File: src/rtl/strb_word_rx_pkg.sv
package strb_word_rx_pkg;
  // Positions of the link lines inside the synchroniser vectors
  localparam int LN_CLK = 0;
  localparam int LN_DAT = 1;
  localparam int LN_STB = 2;
  localparam int LN_NUM = 3;
  // Level each line is assumed to hold while idle / in reset
  localparam logic [LN_NUM-1:0] LN_IDLE = 3'b101;
endpackage

File: src/rtl/strb_word_rx_sync.sv
module strb_word_rx_sync #(
  parameter int N      = 3,
  parameter int STAGES = 2,
  parameter logic [N-1:0] IDLE = '0
) (
  input  logic         clk,
  input  logic         rst,
  input  logic [N-1:0] async_i,
  output logic [N-1:0] lvl_o
);
  for (genvar g = 0; g < N; g++) begin : g_line
    logic [STAGES-1:0] chain;
    always_ff @(posedge clk) begin
      if (rst) chain <= {STAGES{IDLE[g]}};
      else     chain <= {chain[STAGES-2:0], async_i[g]};
    end
    assign lvl_o[g] = chain[STAGES-1];
  end
endmodule

File: src/rtl/strb_word_rx_edge.sv
module strb_word_rx_edge #(
  parameter int N = 2,
  parameter logic [N-1:0] IDLE = '1
) (
  input  logic         clk,
  input  logic         rst,
  input  logic [N-1:0] lvl_i,
  output logic [N-1:0] chg_o
);
  logic [N-1:0] prev;
  always_ff @(posedge clk) begin
    if (rst) prev <= IDLE;
    else     prev <= lvl_i;
  end
  assign chg_o = lvl_i ^ prev;
endmodule

File: src/rtl/strb_word_rx_shift.sv
module strb_word_rx_shift #(
  parameter int W  = 16,
  localparam int CW = $clog2(W + 2)
) (
  input  logic          clk,
  input  logic          rst,
  input  logic          bit_stb,
  input  logic          bit_val,
  input  logic          clr,
  output logic [W-1:0]  sreg_o,
  output logic [CW-1:0] cnt_o
);
  localparam logic [CW-1:0] CNT_MAX = CW'(W + 1);
  localparam logic [CW-1:0] CNT_ONE = CW'(1);

  always_ff @(posedge clk) begin
    if (rst) begin
      sreg_o <= '0;
      cnt_o  <= '0;
    end else if (bit_stb) begin
      sreg_o <= clr ? {{(W-1){1'b0}}, bit_val} : {sreg_o[W-2:0], bit_val};
      if (clr)                  cnt_o <= CNT_ONE;
      else if (cnt_o != CNT_MAX) cnt_o <= cnt_o + CNT_ONE;
    end else if (clr) begin
      sreg_o <= '0;
      cnt_o  <= '0;
    end
  end

  // a strobe fall with no bit in the same cycle leaves an empty count
  p_cnt_clear_r8: assert property (@(posedge clk) disable iff (rst)
    (clr && !bit_stb) |=> (cnt_o == '0));
  // the counter saturates one past a full word
  p_cnt_sat_r6: assert property (@(posedge clk) disable iff (rst)
    cnt_o <= CNT_MAX);
  // a captured bit always leaves a nonzero count
  p_cnt_bit_r2: assert property (@(posedge clk) disable iff (rst)
    bit_stb |=> (cnt_o != '0));
endmodule

File: src/rtl/strb_word_rx_check.sv
module strb_word_rx_check #(
  parameter int W     = 16,
  parameter int RES_W = 14,
  localparam int CW   = $clog2(W + 2)
) (
  input  logic             clk,
  input  logic             rst,
  input  logic             frame_end,
  input  logic [W-1:0]     sreg_i,
  input  logic [CW-1:0]    cnt_i,
  output logic [RES_W-1:0] res_o,
  output logic             vld_o,
  output logic             err_o
);
  localparam logic [CW-1:0] CNT_FULL = CW'(W);
  logic good;
  assign good = (cnt_i == CNT_FULL) && (sreg_i[W-1:RES_W] == '0);

  always_ff @(posedge clk) begin
    if (rst) begin
      res_o <= '0;
      vld_o <= 1'b0;
      err_o <= 1'b0;
    end else begin
      vld_o <= frame_end && good;
      err_o <= frame_end && !good;
      if (frame_end && good) res_o <= sreg_i[RES_W-1:0];
    end
  end

  p_one_outcome_r9: assert property (@(posedge clk) disable iff (rst)
    $onehot0({vld_o, err_o}));
  p_vld_pulse_r3: assert property (@(posedge clk) disable iff (rst)
    vld_o |=> !vld_o);
  p_err_pulse_r6: assert property (@(posedge clk) disable iff (rst)
    err_o |=> !err_o);
  p_res_hold_r7: assert property (@(posedge clk) disable iff (rst)
    !vld_o |-> $stable(res_o));
endmodule

File: src/rtl/strb_word_rx.sv
module strb_word_rx
  import strb_word_rx_pkg::*;
#(
  parameter int WORD_W = 16,
  parameter int RES_W  = 14,
  parameter int SYNC_STAGES = 2
) (
  input  logic             clk,
  input  logic             rst,
  input  logic             lnk_clk_i,
  input  logic             lnk_dat_i,
  input  logic             lnk_stb_n_i,
  output logic [RES_W-1:0] res_o,
  output logic             res_vld_o,
  output logic             frm_err_o
);
  localparam int CW = $clog2(WORD_W + 2);

  logic [LN_NUM-1:0] raw, lvl;
  logic [1:0]        chg;
  logic              clk_fall, stb_fall, stb_rise, bit_stb;
  logic [WORD_W-1:0] sreg;
  logic [CW-1:0]     cnt;

  assign raw[LN_CLK] = lnk_clk_i;
  assign raw[LN_DAT] = lnk_dat_i;
  assign raw[LN_STB] = lnk_stb_n_i;

  strb_word_rx_sync #(.N(LN_NUM), .STAGES(SYNC_STAGES), .IDLE(LN_IDLE)) u_sync (
    .clk(clk), .rst(rst), .async_i(raw), .lvl_o(lvl));

  strb_word_rx_edge #(.N(2), .IDLE(2'b11)) u_edge (
    .clk(clk), .rst(rst), .lvl_i({lvl[LN_STB], lvl[LN_CLK]}), .chg_o(chg));

  assign clk_fall = chg[0] && !lvl[LN_CLK];
  assign stb_fall = chg[1] && !lvl[LN_STB];
  assign stb_rise = chg[1] &&  lvl[LN_STB];
  assign bit_stb  = clk_fall && !lvl[LN_STB];

  strb_word_rx_shift #(.W(WORD_W)) u_shift (
    .clk(clk), .rst(rst), .bit_stb(bit_stb), .bit_val(lvl[LN_DAT]),
    .clr(stb_fall), .sreg_o(sreg), .cnt_o(cnt));

  strb_word_rx_check #(.W(WORD_W), .RES_W(RES_W)) u_check (
    .clk(clk), .rst(rst), .frame_end(stb_rise), .sreg_i(sreg), .cnt_i(cnt),
    .res_o(res_o), .vld_o(res_vld_o), .err_o(frm_err_o));
endmodule

File: config.mk
export PLATFORM = sky130hd
export DESIGN_NAME = strb_word_rx
export DESIGN_NICKNAME = d
export VERILOG_FILES = /design/src/rtl/strb_word_rx_pkg.sv /design/src/rtl/strb_word_rx_sync.sv /design/src/rtl/strb_word_rx_edge.sv /design/src/rtl/strb_word_rx_shift.sv /design/src/rtl/strb_word_rx_check.sv /design/src/rtl/strb_word_rx.sv
export SDC_FILE = /design/constraint.sdc
export NUM_CORES = 1
export LEC_CHECK = 0
export ABC_AREA = 1
export BUFFER_PORTS_ARGS = -buffer_cell sky130_fd_sc_hd__buf_2
export CAP_MARGIN = 20
export CORE_MARGIN = 1
export CORE_UTILIZATION = 36
export DETAILED_ROUTE_END_ITERATION = 8
export PLACE_DENSITY_LB_ADDON = 0.05
export SLEW_MARGIN = 20
export SYNTH_ARGS = -nofsm -noshare
export SYNTH_HDL_FRONTEND = slang
export SYNTH_SLANG_ARGS = --single-unit
File: constraint.sdc
create_clock -name clk -period 1.8 [get_ports clk]
set_input_delay 0.27 -clock clk [delete_from_list [all_inputs] [get_ports clk]]
set_output_delay 0.27 -clock clk [all_outputs]
set_load 0.01 [all_outputs]
* After elaboration in Yosys (flattened, before gate mapping) *
Cells that the tools add are included.

storage, ports and cells
  output and inout bits = 16
  register bits = 45
  bits of input ports = 5
  logic and storage cells = 34

cells by class
  mux-type cells = 7
  bitwise logic cells = 1
  reduce and logical (&&, ||, !) cells = 14
  add/subtract/negate cells = 1
  equality and inequality tests = 2

operators by type and width
  operator             number
  $mux 16              3
  $mux 5               4
  $logic_and 1x1->1    7
  $add 5x1->5 const B  1
  $eq 5x5->1 const B   1
  $ne 5x5->1 const B   1
  $reduce_bool 2->1    2
  $logic_not 1->1      3
  $logic_not 2->1      1
  $reduce_and 2->1     1
  $xor 2x2->2          1

* Logic depth before layout (Yosys ltp) *
Gate-level depths: netlist (run 1).

  depth in word-level cells = 5
  mapped depth = 10
  depth with buffers taken out = 9

* Cells and area by module *
From an unflattened synthesis (run 1), not the netlist that was laid out.

unflattened totals
  cells, all modules = 303
  area total of the unflattened synthesis = 2,094.5 µm²

modules (own cells, without submodules)
  module              instances  sequential area each (µm²)  area an instance (µm²)  cells an instance
  strb_word_rx_shift  1          420.4                       918.4                   118
  strb_word_rx_check  1          320.3                       867.1                   141
  strb_word_rx_sync   1          120.1                       191.4                   22
  strb_word_rx_edge   1          40.0                        88.8                    15
  strb_word_rx        1          0.0                         28.8                    7

* Worst setup path after synthesis (run 1) *
OpenSTA, ideal clock, no wires.

  path kind = register -> register
  start point = register u_shift.cnt_o[0]
  end point = register u_check.res_o[10]
  path buffers = 1
  stages on the path, launching flop included = 11
  clock period less this slack = 1.278 ns
  slack = 0.522 ns
  arrival = 1.166 ns
  path through = dfxtp_1 > inv_1 > ha_1 > nand2_1 > inv_1 > nand3_4 > nor2_8 > buf_6 > nand2_1 > nand2_1 > nor2_1

on the way
  cells in the longest elaborated chain, start to end = 3

ends and longest elaborated chain
  what                      line                      RTL
  start: declaration        strb_word_rx_shift.sv:11  output logic [CW-1:0] cnt_o
  start signal: assignment  strb_word_rx_shift.sv:23  else if (cnt_o != CNT_MAX) cnt_o <= cnt_o + CNT_ONE;
  $eq 5x5->1                strb_word_rx_check.sv:17  assign good = (cnt_i == CNT_FULL) && (sreg_i[W-1:RES_W] == '0);
  $logic_and 1x1->1         strb_word_rx_check.sv:17
  $logic_and 1x1->1         strb_word_rx_check.sv:27  if (frame_end && good) res_o <= sreg_i[RES_W-1:0];
  end signal: assignment    strb_word_rx_check.sv:27
  end: declaration          strb_word_rx_check.sv:11  output logic [RES_W-1:0] res_o,

No other way between the ends.
A chain may end at the register's enable or synchronous reset.

* Final worst setup path (run 1) *
  start point = register u_shift.cnt_o[0]
  end point = register u_check.res_o[0]

The elaborated chain is that of the path after synthesis.

==> results of run 1 <==
## per-stage QoR
step                      instance area, um2  util (%)  setup slack [ns]
final                                   2050      43.5             0.323
after global routing                    2050      43.5             0.149
after CTS                               2050      43.5             0.301
after detailed placement                1950      41.3             0.312
after global placement                  1950      41.3             0.346
after floorplan                         1780         -             0.522
## critical path, cell delays in order (launching register included)
cell and delay, ns:
dfxtp_1 0.37, inv_1 0.08, ha_1 0.14, nand2_1 0.05, inv_1 0.09, nand3_4 0.10
nor2_8 0.31, nand2_1 0.09, nand2_1 0.10, nor2_2 0.03
## per-layer routing
| layer | up-vias | global-route usage [%] | wire [um] |
|---|---|---|---|
| met4 | 0 | 5.88 | 38 |
| met5 | - | 0 | 0 |
| met3 | 4 | 3.89 | 110 |
| met2 | 22 | 22.6 | 1330 |
| met1 | 589 | 17.4 | 1640 |
| li1 | 760 | - | - |
## worst min-delay path by stage
stage / to / slack (ns)
after detailed placement: u_sync.g_line[0].chain[1] / 0.39
final: u_sync.g_line[2].chain[0] / 0.16
after floorplan: u_sync.g_line[0].chain[0] / 0.37
after CTS: u_sync.g_line[2].chain[0] / 0.15
after global routing: u_sync.g_line[2].chain[0] / 0.14
after global placement: u_sync.g_line[2].chain[1] / 0.39
## placed cells by master (no fill, tap or decap), drive strengths merged
cell,synthesis,routed
a21oi,22,22
bufinv,0,1
nor3,1,1
inv,31,31
nor2,34,34
clkinv,1,2
nand4,4,4
buf,3,24
clkbuf,3,5
ha,3,3
o21ai,9,9
nand2,63,63
dfxtp,45,45
nand3,9,9
or2,4,4
## power by group
part	internal, W	total, W	switching (W)
Sequential	0.00100	0.00101	0.00000406
Combinational	0.0000217	0.0000616	0.0000399
Clock	0.000404	0.000727	0.000324
Total	0.00143	0.00180	0.000368
## flip-flops by register name, indices dropped and copies added, names as in the netlist
signal,count
u_check.err_o,1
u_check.res_o,14
u_check.vld_o,1
u_edge.prev,2
u_shift.cnt_o,5
u_shift.sreg_o,16
u_sync.g_line.chain,6
## final cells by class
class | instances | area, um2 | share of cell area [%]
clock inverters | 2 | 35.0 | 1.71
clock buffers | 5 | 68.8 | 3.35
well taps | 67 | 83.8 | 4.08
multi-input cells | 149 | 716 | 34.8
repair buffers | 24 | 130 | 6.33
flip-flops and latches | 45 | 901 | 43.8
inverters | 32 | 120 | 5.85
## logic make-up after synthesis
family	after synthesis	share of synthesized area, %
AND/OR/NAND/NOR	115	29.5
buffers and inverters	38	8.95
AO/OA/AOI/OAI	31	8.74
flip-flops	45	50.7
adder cells (fa/ha/maj)	3	2.11
==> results.tsv, run 1 <==
metric	value	unit
data arrival time of the worst path	1.67	ns
number of max-cap violations	0	
hold buffer count at CTS	0	
Max FO, Critical Path	28	
Via density	4.24	
gr usage total	13.9	%
status	complete, no violations	
Max Freq	0.677	GHz
1st-pass router iterations	4	
cts bufs inserted	5	
layout cells sized above 1	17.9	%
final std cells w/o fill	324	
Worst Setup End Kind	flop	
Initial Util	37.6	%
ant diodes	0	
Yosys reg bits	45	
critical path capture point	u_check.res_o[0]	
placed cell count	317	
num ports	21	
Worst-Margin Slew	0.360	ns
Final ANT Viol Nets	0	
Die Area	5220	um2
Seq/Total Area, Yosys	50.7	%
Slew headroom	76.0	%
core area	4720	um2
top post-synthesis cells by area	dfxtp_1, nand2_1, inv_1, a21oi_1, nor2_1	
largest net degree at the start of global routing	29	
synth cell count leaders	nand2_1, dfxtp_1, inv_1, nor2_1, a21oi_1	
Period Utilization, post-route	82.0	%
Die Height	72.2	um
Min Clock Period, post-route	1.48	ns
post_cts resized	0	
DR WL/cell	9.63	um
Main synth FF type	dfxtp_1	
sum of negative setup slack	0	ns
vias	1375	
Setup Buffers After CTS	0	
Final Setup Violations	0	
DR DRC count	0	
vias in the first global route	1278	
kind of critical path	reg2reg	
RD Place Congestion	0.687	
HP Start	lnk_stb_n_i	
Cells after Synth	232	
EDFF count, synth	0	
R2R depth	9	
Area growth syn-to-layout	15.7	%
Worst R2R Start	u_shift.cnt_o[0]	
Power Total	0.00180	W
fin. max-slew vios	0	
largest area contributor in the netlist	dfxtp_1	
fillcell total	514	
Initial DRC Count	60	
nets	265	
Hold Crit Depth	2	
Syn. warnings	0	
Synth top area share	50.7	%
R2R Setup Slk	0.32	ns
Rows	25	
H-tree levels	2	
critical path startpoint	u_shift.cnt_o[0]	
Hold/Removal Path Class	in2reg	
crit start category	flop	
most frequent cell after synthesis	nand2_1	
RSZ-0062 raised after global routing	no	
leak pwr	0.866	nW
CTS tree	done	
Mapped Area	1780	um2
Max VDD drop	0.358	mV
root buffer cell	clkbuf_8	
CTS Buffer Depth	2	
post-synthesis cell type count	20	
Fin. Hold Viols	0	
syn_area_per_cell	7.65	um2
WP data required	1.99	ns
first-pass GRT wire length	5.66	mm
PwrDens	875	nW/um2
IO Port Bufs	20	
DRT Wirelength	3.12	mm
clock skew	0.00870	ns
Die W	72.2	um
syn_nets	240	
Async SR Flop Fraction	0	%
total grt overflow	0	
# clock sinks	45	
Clock transition at path regs	0.08	ns
r2r endpoint	u_check.res_o[0]	
placed wire-length estimate	2.17	mm
Skew-Pair Late Insertion Delay	0.29	ns
hold_ws	0.159	ns
initial antenna violation count	0	
No activity file was read; power rests on OpenSTA's default activity.
==> run 2: changes to the inputs <==
Clock period 1.8 ns to 1.5 ns, I/O delays scaled along.
==> run 2 against run 1 <==
Compared with the run above:
- critical path depth is 1 higher
- maximum frequency is 8.2% higher
- final cell count is 0.62% higher
- critical endpoint is now u_check.res_o[2]
==> results.tsv, run 2 (synthesis results as in run 1) <==
metric	value	unit
post_cts resized	0	
Clock transition at path regs	0.08	ns
kind of critical path	reg2reg	
nets	268	
Skew-Pair Late Insertion Delay	0.28	ns
max FFs per register	16	
Initial DRC Count	70	
CTS Buffer Depth	2	
root buffer cell	clkbuf_8	
fin. max-slew vios	0	
most frequent cells in the layout	nand2_1, dfxtp_1, inv_1	
placed wire-length estimate	2.22	mm
first-pass GRT wire length	5.39	mm
num ports	21	
Rows	25	
Max Freq	0.732	GHz
total grt overflow	0	
1st-pass router iterations	4	
largest net degree at the start of global routing	29	
Final Setup Violations	0	
Hold/Removal Path Class	in2reg	
Via density	4.22	
Slew headroom	77.6	%
fillcell total	513	
DRT Wirelength	3.16	mm
number of max-cap violations	0	
most frequent CP cell	nand2_1	
leak pwr	0.870	nW
Min Clock Period, post-route	1.37	ns
vias in the first global route	1166	
Period Utilization, post-route	91.0	%
Final ANT Viol Nets	0	
final std cells w/o fill	326	
initial antenna violation count	0	
DR WL/cell	9.70	um
IO Port Bufs	20	
RSZ-0062 raised after global routing	no	
Setup Buffers After CTS	0	
RD Place Congestion	0.734	
Max FO, Critical Path	28	
final core occ	43.6	%
Slowest-stage cell, CP	dfxtp_1	
crit start category	flop	
placed cell count	320	
PwrDens	951	nW/um2
most common cell after layout, fill and taps aside	nand2_1	
layout cells sized above 1	18.5	%
status	complete, no violations	
gr usage total	13.5	%
H-tree levels	2	
Worst Setup End Kind	flop	
clock skew	0.00622	ns
DR DRC count	0	
ant diodes	0	
Max VDD drop	0.478	mV
Die Area	5220	um2
Biggest register	u_shift.sreg_o	
Worst-Margin Slew	0.335	ns
CTS tree	done	
data arrival time of the worst path	1.55	ns
core area	4720	um2
Die W	72.2	um
crit-path cells	inv_1, ha_1, nand2_1, inv_1, nand3_4, nor2_8, buf_12, nand2_1, nand2_1, nor2_2	
Die Height	72.2	um
cts bufs inserted	5	
Initial Util	37.6	%
# clock sinks	45	
sum of negative setup slack	0	ns
WP data required	1.68	ns
Fin. Hold Viols	0	
Area growth syn-to-layout	16.0	%
biggest regs	u_shift.sreg_o: 16 flops, u_check.res_o: 14 flops, u_sync.g_line.chain: 6 flops	
CP max stage delay	0.35	ns
vias	1377	
hold buffer count at CTS	0	
## run 2: report_power, final
group / switching [W] / leakage [nW] / internal, W / total (W)
clock network: 0.000367 / 0.0399 / 0.000307 / 0.000674
logic: 0.0000491 / 0.466 / 0.0000264 / 0.0000754
registers: 0.00000453 / 0.364 / 0.00121 / 0.00121
## run 2: worst max-delay path: cells and delay by family, from the launching register on
kind          cells  cell delay, ns
fa+ha+maj         1            0.14
buf+inv           3            0.34
flops             1            0.35
simple gates      6            0.43
## run 2: layout make-up
class	count	area, um2	area share, %
Sequential cell	45	901	43.7
Multi-Input combinational cell	149	716	34.8
Clock buffer	5	68.8	3.34
Timing Repair Buffer	27	165	8.02
Inverter	32	120	5.83
Tap cell	67	83.8	4.07
Clock inverter	1	5.00	0.243
## run 2: metrics by stage
stage          hold slack [ns]  power (W)  area, um2  setup slack (ns)
2_1_floorplan            0.329    0.00129       1780             0.222
3_3_place_gp             0.392    0.00131       1990             0.152
3_5_place_dp             0.395    0.00132       1990             0.130
4_1_cts                  0.108    0.00200       2060             0.115
5_1_grt                  0.107    0.00206       2060            0.0142
6_report                 0.121    0.00196       2060             0.135
## run 2: path summary, 6_finish.rpt
check,start,end,slack (ns),cells after the start
worst max-delay path,u_shift.cnt_o[1],u_check.res_o[2],0.13,10
worst min-delay path,lnk_clk_i,u_sync.g_line[0].chain[0],0.12,2
worst max register to register,u_shift.cnt_o[1],u_check.res_o[2],0.13,10
worst min register to register,u_sync.g_line[1].chain[0],u_sync.g_line[1].chain[1],0.40,2
## run 2: metal layers
metal  track usage, %  vias up  part of all wire (%)
li1                 -      764                     -
met1             18.5      592                    54
met2             19.8       19                    42
met3             4.31        2                   3.2
met4             5.23        0                  0.76
met5                0        -                     0
